==> src/rtl/stop_wake_pkg.sv <==
package stop_wake_pkg;
  typedef enum logic [1:0] {ST_RUN, ST_STOPPED, ST_RECOVER} pwrState_e;

  typedef struct packed {
    logic holdCnt;
    logic incCnt;
    logic latchCfg;
    logic setBrk;
  } dpCtrl_t;
endpackage

==> src/rtl/stop_fsm.sv <==
module stop_fsm
  import stop_wake_pkg::*;
(
  input  logic      clk,
  input  logic      rstN,
  input  logic      stopReq,
  input  logic      intReq,
  input  logic      breakReq,
  input  logic      cntDone,
  output dpCtrl_t   ctl,
  output pwrState_e state,
  output logic      stackOk
);
  pwrState_e stateNext;
  logic wakeEvt;

  assign wakeEvt = intReq | breakReq;

  always_comb begin
    stateNext = state;
    unique case (state)
      ST_RUN:     if (stopReq) stateNext = ST_STOPPED;
      ST_STOPPED: if (wakeEvt) stateNext = ST_RECOVER;
      ST_RECOVER: if (cntDone) stateNext = ST_RUN;
      default:    stateNext = ST_RUN;
    endcase
  end

  always_comb begin
    ctl.holdCnt  = (state != ST_RECOVER);
    ctl.incCnt   = (state == ST_RECOVER) && !cntDone;
    ctl.latchCfg = (state == ST_RUN) && stopReq;
    ctl.setBrk   = (state == ST_STOPPED) && breakReq;
  end

  always_ff @(posedge clk or negedge rstN) begin
    if (!rstN) begin
      state   <= ST_RUN;
      stackOk <= 1'b0;
    end else begin
      state   <= stateNext;
      stackOk <= (state == ST_RECOVER) && cntDone;
    end
  end

  // an accepted stop request leads to the stopped state
  p_stop_entry_r2: assert property (@(posedge clk) disable iff (!rstN)
    (state == ST_RUN && stopReq) |=> (state == ST_STOPPED));

  // a wake event while stopped begins recovery
  p_wake_exit_r4: assert property (@(posedge clk) disable iff (!rstN)
    (state == ST_STOPPED && wakeEvt) |=> (state == ST_RECOVER));

  // the stacking pulse lasts a single cycle and lands in the running state
  p_stack_pulse_r5: assert property (@(posedge clk) disable iff (!rstN)
    stackOk |=> !stackOk);
  p_stack_in_run_r5: assert property (@(posedge clk) disable iff (!rstN)
    stackOk |-> (state == ST_RUN));
endmodule

==> src/rtl/stop_dp.sv <==
module stop_dp
  import stop_wake_pkg::*;
#(
  parameter int LONG_CYCLES  = 4096,
  parameter int SHORT_CYCLES = 32
) (
  input  logic    clk,
  input  logic    rstN,
  input  dpCtrl_t ctl,
  input  logic    shortCfg,
  input  logic    brkClr,
  output logic    cntDone,
  output logic    brkFlag
);
  localparam int CW = (LONG_CYCLES > 1) ? $clog2(LONG_CYCLES) : 1;
  localparam logic [CW-1:0] LONG_LAST  = CW'(LONG_CYCLES - 1);
  localparam logic [CW-1:0] SHORT_LAST = CW'(SHORT_CYCLES - 1);

  logic [CW-1:0] cnt;
  logic          cfgShort;

  always_ff @(posedge clk or negedge rstN) begin
    if (!rstN) cfgShort <= 1'b0;
    else if (ctl.latchCfg) cfgShort <= shortCfg;
  end

  always_ff @(posedge clk or negedge rstN) begin
    if (!rstN) cnt <= '0;
    else if (ctl.holdCnt) cnt <= '0;
    else if (ctl.incCnt) cnt <= cnt + 1'b1;
  end

  assign cntDone = cfgShort ? (cnt == SHORT_LAST) : (cnt == LONG_LAST);

  always_ff @(posedge clk or negedge rstN) begin
    if (!rstN) brkFlag <= 1'b0;
    else if (ctl.setBrk) brkFlag <= 1'b1;
    else if (brkClr) brkFlag <= 1'b0;
  end

  // the counter stays cleared while it is held
  p_cnt_held_r3: assert property (@(posedge clk) disable iff (!rstN)
    ctl.holdCnt |=> (cnt == '0));

  // the captured configuration only changes on stop acceptance
  p_cfg_frozen_r7: assert property (@(posedge clk) disable iff (!rstN)
    !ctl.latchCfg |=> $stable(cfgShort));

  // the flag is sticky until cleared
  p_flag_sticky_r6: assert property (@(posedge clk) disable iff (!rstN)
    (brkFlag && !brkClr) |=> brkFlag);
  p_flag_set_r6: assert property (@(posedge clk) disable iff (!rstN)
    ctl.setBrk |=> brkFlag);
endmodule

==> src/rtl/stop_wake_ctrl.sv <==
module stop_wake_ctrl
  import stop_wake_pkg::*;
#(
  parameter int LONG_CYCLES  = 4096,
  parameter int SHORT_CYCLES = 32
) (
  input  logic clk,
  input  logic rstN,
  input  logic stopReq,
  input  logic shortRecCfg,
  input  logic intReq,
  input  logic breakReq,
  input  logic brkClr,
  output logic cpuClkEn,
  output logic busClkEn,
  output logic stackOk,
  output logic brkStopFlag
);
  dpCtrl_t   ctl;
  pwrState_e state;
  logic      cntDone;

  stop_fsm u_fsm (
    .clk(clk), .rstN(rstN), .stopReq(stopReq), .intReq(intReq),
    .breakReq(breakReq), .cntDone(cntDone), .ctl(ctl), .state(state),
    .stackOk(stackOk)
  );

  stop_dp #(.LONG_CYCLES(LONG_CYCLES), .SHORT_CYCLES(SHORT_CYCLES)) u_dp (
    .clk(clk), .rstN(rstN), .ctl(ctl), .shortCfg(shortRecCfg),
    .brkClr(brkClr), .cntDone(cntDone), .brkFlag(brkStopFlag)
  );

  assign cpuClkEn = (state == ST_RUN);
  assign busClkEn = (state == ST_RUN);

  // after reset release the clocks run
  p_reset_run_r1: assert property (@(posedge clk)
    $rose(rstN) |-> (cpuClkEn && busClkEn && !brkStopFlag));
endmodule

==> config.mk <==
export PLATFORM = sky130hd
export DESIGN_NAME = stop_wake_ctrl
export DESIGN_NICKNAME = d
export VERILOG_FILES = /design/src/rtl/stop_wake_pkg.sv /design/src/rtl/stop_fsm.sv /design/src/rtl/stop_dp.sv /design/src/rtl/stop_wake_ctrl.sv
export SDC_FILE = /design/constraint.sdc
export NUM_CORES = 1
export LEC_CHECK = 0
export BUFFER_PORTS_ARGS = -buffer_cell sky130_fd_sc_hd__buf_2
export CAP_MARGIN = 0
export CORE_UTILIZATION = 30
export DETAILED_ROUTE_END_ITERATION = 8
export GPL_ROUTABILITY_DRIVEN = 0
export PLACE_DENSITY = 0.5
export SYNTH_ARGS = -nofsm -noshare
export SYNTH_HDL_FRONTEND = slang
export SYNTH_SLANG_ARGS = --single-unit
==> constraint.sdc <==
create_clock -name clk -period 2.1 [get_ports clk]
set_input_delay 0.42 -clock clk [delete_from_list [all_inputs] [get_ports clk]]
set_output_delay 0.42 -clock clk [all_outputs]
set_load 0.01 [all_outputs]
## Word level (Yosys, flattened, before mapping)

Index checks and enable logic that the tools add are counted.

| storage, ports and cells | value |
|---|---|
| register bits after elaboration | 17 |
| input port bits | 7 |
| output and inout port bits | 4 |
| word-level logic and storage cells | 33 |

| cells by class | value |
|---|---|
| add/sub/neg operators | 1 |
| eq/ne operators | 8 |
| multiplexer cells | 9 |
| bitwise operators | 1 |
| reductions and logical operators | 9 |

Operators by type and width:

| kind | count |
|---|---|
| $mux 12 | 2 |
| $add 12x1->12 const B | 1 |
| $eq 12x12->1 const B | 1 |
| $eq 12x5->1 const B | 1 |
| $mux 2 | 3 |
| $pmux 2 s3 | 1 |
| $logic_and 1x1->1 | 4 |
| $ne 2x1->1 const B | 2 |
| $ne 2x2->1 const B | 2 |
| $reduce_bool 2->1 | 2 |
| $mux 1 | 3 |
| $reduce_and 3->1 | 1 |
| $eq 2x1->1 const B | 1 |
| $eq 2x2->1 const B | 1 |
| $logic_not 2->1 | 1 |
| $logic_not 1->1 | 1 |
| $or 1x1->1 | 1 |

## Logic depth before layout (Yosys ltp)

| logic depth | value |
|---|---|
| depth in word-level cells | 6 |
| mapped depth | 6 |
| depth with buffers taken out | 5 |

## By module

A second synthesis with hierarchy kept.

| second synthesis, totals | value |
|---|---|
| cell total of the unflattened synthesis | 84 |
| area total of the unflattened synthesis | 874.6 µm² |

By module, submodules not included:

| module | times used | cells an instance | area an instance (µm²) | sequential area each (µm²) |
|---|---|---|---|---|
| stop_dp | 1 | 68 | 724.4 | 350.3 |
| stop_fsm | 1 | 14 | 138.9 | 75.1 |
| stop_wake_ctrl | 1 | 2 | 11.3 | 0.0 |

## Worst setup path after synthesis

OpenSTA, ideal clock, no wires.

| timing path | value |
|---|---|
| path type | flip-flop to flip-flop |
| start | reg u_dp.cfgShort |
| end | reg u_dp.cnt[1] |
| library setup time | 0.133 ns |
| arrival time | 1.406 ns |
| required time | 1.967 ns |
| slack | 0.561 ns |
| cell stages (with the launch flop) | 7 |
| buffers on the path | 1 |
| period minus slack after synthesis | 1.539 ns |
| path through | dfrtp_1 nand2b_1 or3_4 a21oi_4 buf_6 mux2i_1 nor2_1 |

| between the ends | value |
|---|---|
| longest elaborated chain between the ends | 4 |

RTL lines:

| what | RTL line | RTL |
|---|---|---|
| start: declaration | stop_dp.sv:20 | `logic cfgShort;` |
| start signal: assignment | stop_dp.sv:24 | `else if (ctl.latchCfg) cfgShort <= shortCfg;` |
| $mux 1 | stop_dp.sv:33 | `assign cntDone = cfgShort ? (cnt == SHORT_LAST) : (cnt == LONG_LAST);` |
| $logic_not 1->1 | stop_fsm.sv:31 | `ctl.incCnt = (state == ST_RECOVER) && !cntDone;` |
| $logic_and 1x1->1 | stop_fsm.sv:31 |  |
| $reduce_bool 2->1 (no source line) | n/a |  |
| end signal: assignment | stop_dp.sv:30 | `else if (ctl.incCnt) cnt <= cnt + 1'b1;` |
| end: declaration | stop_dp.sv:19 | `logic [CW-1:0] cnt;` |

Every way passes these cells.
A chain may end at the register's enable or synchronous reset.

## Final worst setup path

| timing path | value |
|---|---|
| start | reg u_dp.cnt[5] |
| end | reg u_dp.cnt[1] |

| between the ends | value |
|---|---|
| longest elaborated chain between the ends | 5 |
| elaborated cells between the ends (all ways) | 6 |
| those cells by class | eq/ne (2); mux (1); reduce/logical (3) |

RTL lines:

| what | RTL line |
|---|---|
| $eq 12x12->1 or $eq 12x5->1 (tied branches) | stop_dp.sv:33 |
| $mux 1 (*) | stop_dp.sv:33 |
| $logic_not 1->1 (*) | stop_fsm.sv:31 |
| $logic_and 1x1->1 (*) | stop_fsm.sv:31 |
| $reduce_bool 2->1 (no source line) (*) | n/a |

Every way passes the cells marked *; elsewhere a longest branch is shown, timed or not.

==> metrics.md <==
| Metric | Value |
|---|---|
| Worst vdd ir | 0.486 mV |
| Die X | 56.2 um |
| Most frequent cells in the layout | dfrtp_1, nor2_1, nand2_1, buf_2, nand3_1 |
| Post-synthesis instance area | 881 um2 |
| Starting Density | 31.9% |
| Core Box Area | 0.00276 mm2 |
| DR WL/cell | 13.0 um |
| Register area share after synthesis | 48.3% |
| Final total power | 0.843 mW |
| Outcome | finished clean |
| First-pass GRT wire length | 3260 um |
| Final Hold Vio Count | 0 |
| Diodes inserted | 0 |
| Yosys Warn Count | 0 |
| EDFF count, synth | 0 |
| Hold slack | 0.0257 ns |
| Reg2Reg Capture Point | u_dp.cnt[1] |
| Syn_nets | 99 |
| Max-cap violation count | 0 |
| IO buf count | 10 |
| WP data arrival | 1.95 ns |
| CP Cell Sequence | nand3_1 -> or3_4 -> a21oi_4 -> mux2i_1 -> nor2_1 |
| DR pass1 iterations | 4 |
| Post-CTS Setup Repair Bufs | 0 |
| Total grt overflow | 0 |
| DRT antenna net count | 0 |
| WP data required | 2.28 ns |
| Crit Path Class | reg -> reg |
| Cells after Synth | 91 |
| Setup violators final | 0 |
| IO Count | 11 |
| Hold-fix buffers, CTS | 0 |
| Clock buffer depth | 2 |
| Placement Setup Slack | 0.365 ns |
| Die Ht | 56.2 um |
| Clock sinks | 17 |
| Period utilization | 84.0% |
| DR iter-0 viols | 13 |
| Clock slew at the register clock pins of the worst setup and hold paths | 0.11 ns |
| Setup ws final | 0.337 ns |
| CP endpoint kind | flop |
| Min Tclk post-route | 1.76 ns |
| CP max stage delay | 0.43 ns |
| Root buf cell | clkbuf_4 |
| H-tree level count | 1 |
| Synth Flop Type | dfrtp_1 |
| Latest clock arrival within the worst-skew pair | 0.30 ns |
| Crit start category | flop |
| Largest net degree at the start of global routing | 18 |
| Max-slew headroom | 73.2% |
| PwrDens | 863 mW/mm2 |
| CTS tree | yes |
| Die footprint | 0.00316 mm2 |
| Slew Limit Fails | 0 |
| Commonest non-fill, non-tap cell in the layout | dfrtp_1 |
| Mapped Avg Cell Area | 9.68 um2 |
| Final net count | 111 |
| Vias after detailed routing | 704 |
| Setup TNS | 0 ns |
| Total GRT Usage | 13.7% |
| Cts repair resizes | 0 |
| Final Routed Wirelength | 1730 um |
| Asr flop ratio synth | 100% |
| Dpl hpwl | 1250 um |
| Share of layout cells above drive strength 1 | 19.6% |
| RSZ-0062 raised after global routing | false |
| Worst path slowest cell | dfrtp_1 |
| Crit Path Max Fanout | 13 |
| R2R Path Start | u_dp.cnt[5] |
| Slew @ Worst Pin | 0.402 ns |
| Fmax | 0.567 GHz |
| Register bit total from synthesis | 17 |
| Leakage | 0.406 nW |
| R2r setup slk | 0.34 ns |
| Vias per std cell | 5.29 |
| DRC | 0 |
| Vias in the first global route | 718 |
| Count of cell types in the netlist | 34 |
| Hold WC Path Type | in -> async |
| Initial antenna violation count | 0 |
| CTS buffer count | 3 |
| Final Skew | 0.00845 ns |
| Worst-case reg-to-reg path depth | 5 |
| Area grow syn2layout | 10.9% |
| Row Count | 19 |
state kept, by name, summed over array words and instances (netlist names):
name	cells
u_dp.brkFlag	1
u_fsm.state	2
u_fsm.stackOk	1
u_dp.cfgShort	1
u_dp.cnt	12
synthesized netlist by cell type (2+ instances only):
master	n	area (um2)
nor4_1	2	12.5
or3_1	3	18.8
and3_1	2	12.5
nand2_1	10	37.5
mux2i_1	3	30.0
o21ai_1	2	10.0
nand3_1	4	20.0
nor2_1	12	45.0
o22ai_1	2	12.5
nand2b_1	3	18.8
nor3_1	2	10.0
a21oi_1	3	15.0
xnor2_1	2	17.5
dfrtp_1	17	425
a31oi_1	3	18.8
o21ai_0	3	15.0
where the power goes:
part | total, mW | switching, mW | internal [mW] | leakage, nW
logic | 0.224 | 0.130 | 0.0939 | 0.162
registers | 0.438 | 0.0632 | 0.375 | 0.231
clock network | 0.181 | 0.108 | 0.0725 | 0.0139
total | 0.843 | 0.302 | 0.542 | 0.406
per-layer routing:
| metal | up-vias | routed length (um) | GRT usage, % |
|---|---|---|---|
| met5 | - | 0 | 0 |
| met2 | 25 | 803 | 21.1 |
| met1 | 329 | 796 | 17.5 |
| met4 | 0 | 27 | 5.23 |
| met3 | 4 | 100 | 4.88 |
| li1 | 346 | - | - |
critical path, delay by kind of cell, from the launching register on:
| family | cells | cell delay [ns] |
|---|---|---|
| multiplexers | 1 | 0.23 |
| AO/OA/AOI/OAI | 1 | 0.34 |
| AND/OR/NAND/NOR | 3 | 0.65 |
| flip-flops | 1 | 0.43 |
metrics by stage:
| stage | util, % | instance area, um2 | instances |
|---|---|---|---|
| after global routing | 35.4 | 977 | 133 |
| after CTS | 35.4 | 977 | 133 |
| after global placement | 34.3 | 947 | 129 |
| after floorplan | - | 881 | 91 |
| final | 35.4 | 977 | 133 |
| after detailed placement | 34.3 | 947 | 129 |
cells by family after synthesis:
kind of cell	after synthesis	share of synthesized area (%)
buffers and inverters	4	2.98
adder cells (fa/ha/maj)	1	1.42
multiplexers	4	4.69
AND/OR/NAND/NOR	47	28.8
XOR/XNOR	3	2.98
flip-flops	17	48.3
AO/OA/AOI/OAI	15	10.8
how the worst max path moves through the flow:
stage | slack [ns] | depth (start not counted) | endpoint | startpoint
floorplan | 0.56 | 6 | u_dp.cnt[1] | u_dp.cfgShort
finish | 0.34 | 5 | u_dp.cnt[1] | u_dp.cnt[5]
global placement | 0.39 | 5 | u_dp.cnt[7] | u_dp.cnt[0]
detailed placement | 0.37 | 5 | u_dp.cnt[1] | u_dp.cnt[5]
CTS | 0.32 | 5 | u_dp.cnt[7] | u_dp.cnt[0]
global route | 0.17 | 5 | u_dp.cnt[7] | u_dp.cnt[0]
area by class of cell:
type	instances	area [um2]
Inverter	1	3.75
Tap cell	31	38.8
Timing Repair Buffer	10	50.0
Clock buffer	3	22.5
Sequential cell	17	425
Fill cell	280	1780
Clock inverter	1	7.51
Multi-Input combinational cell	70	429
(Power assumes the default switching activity.)
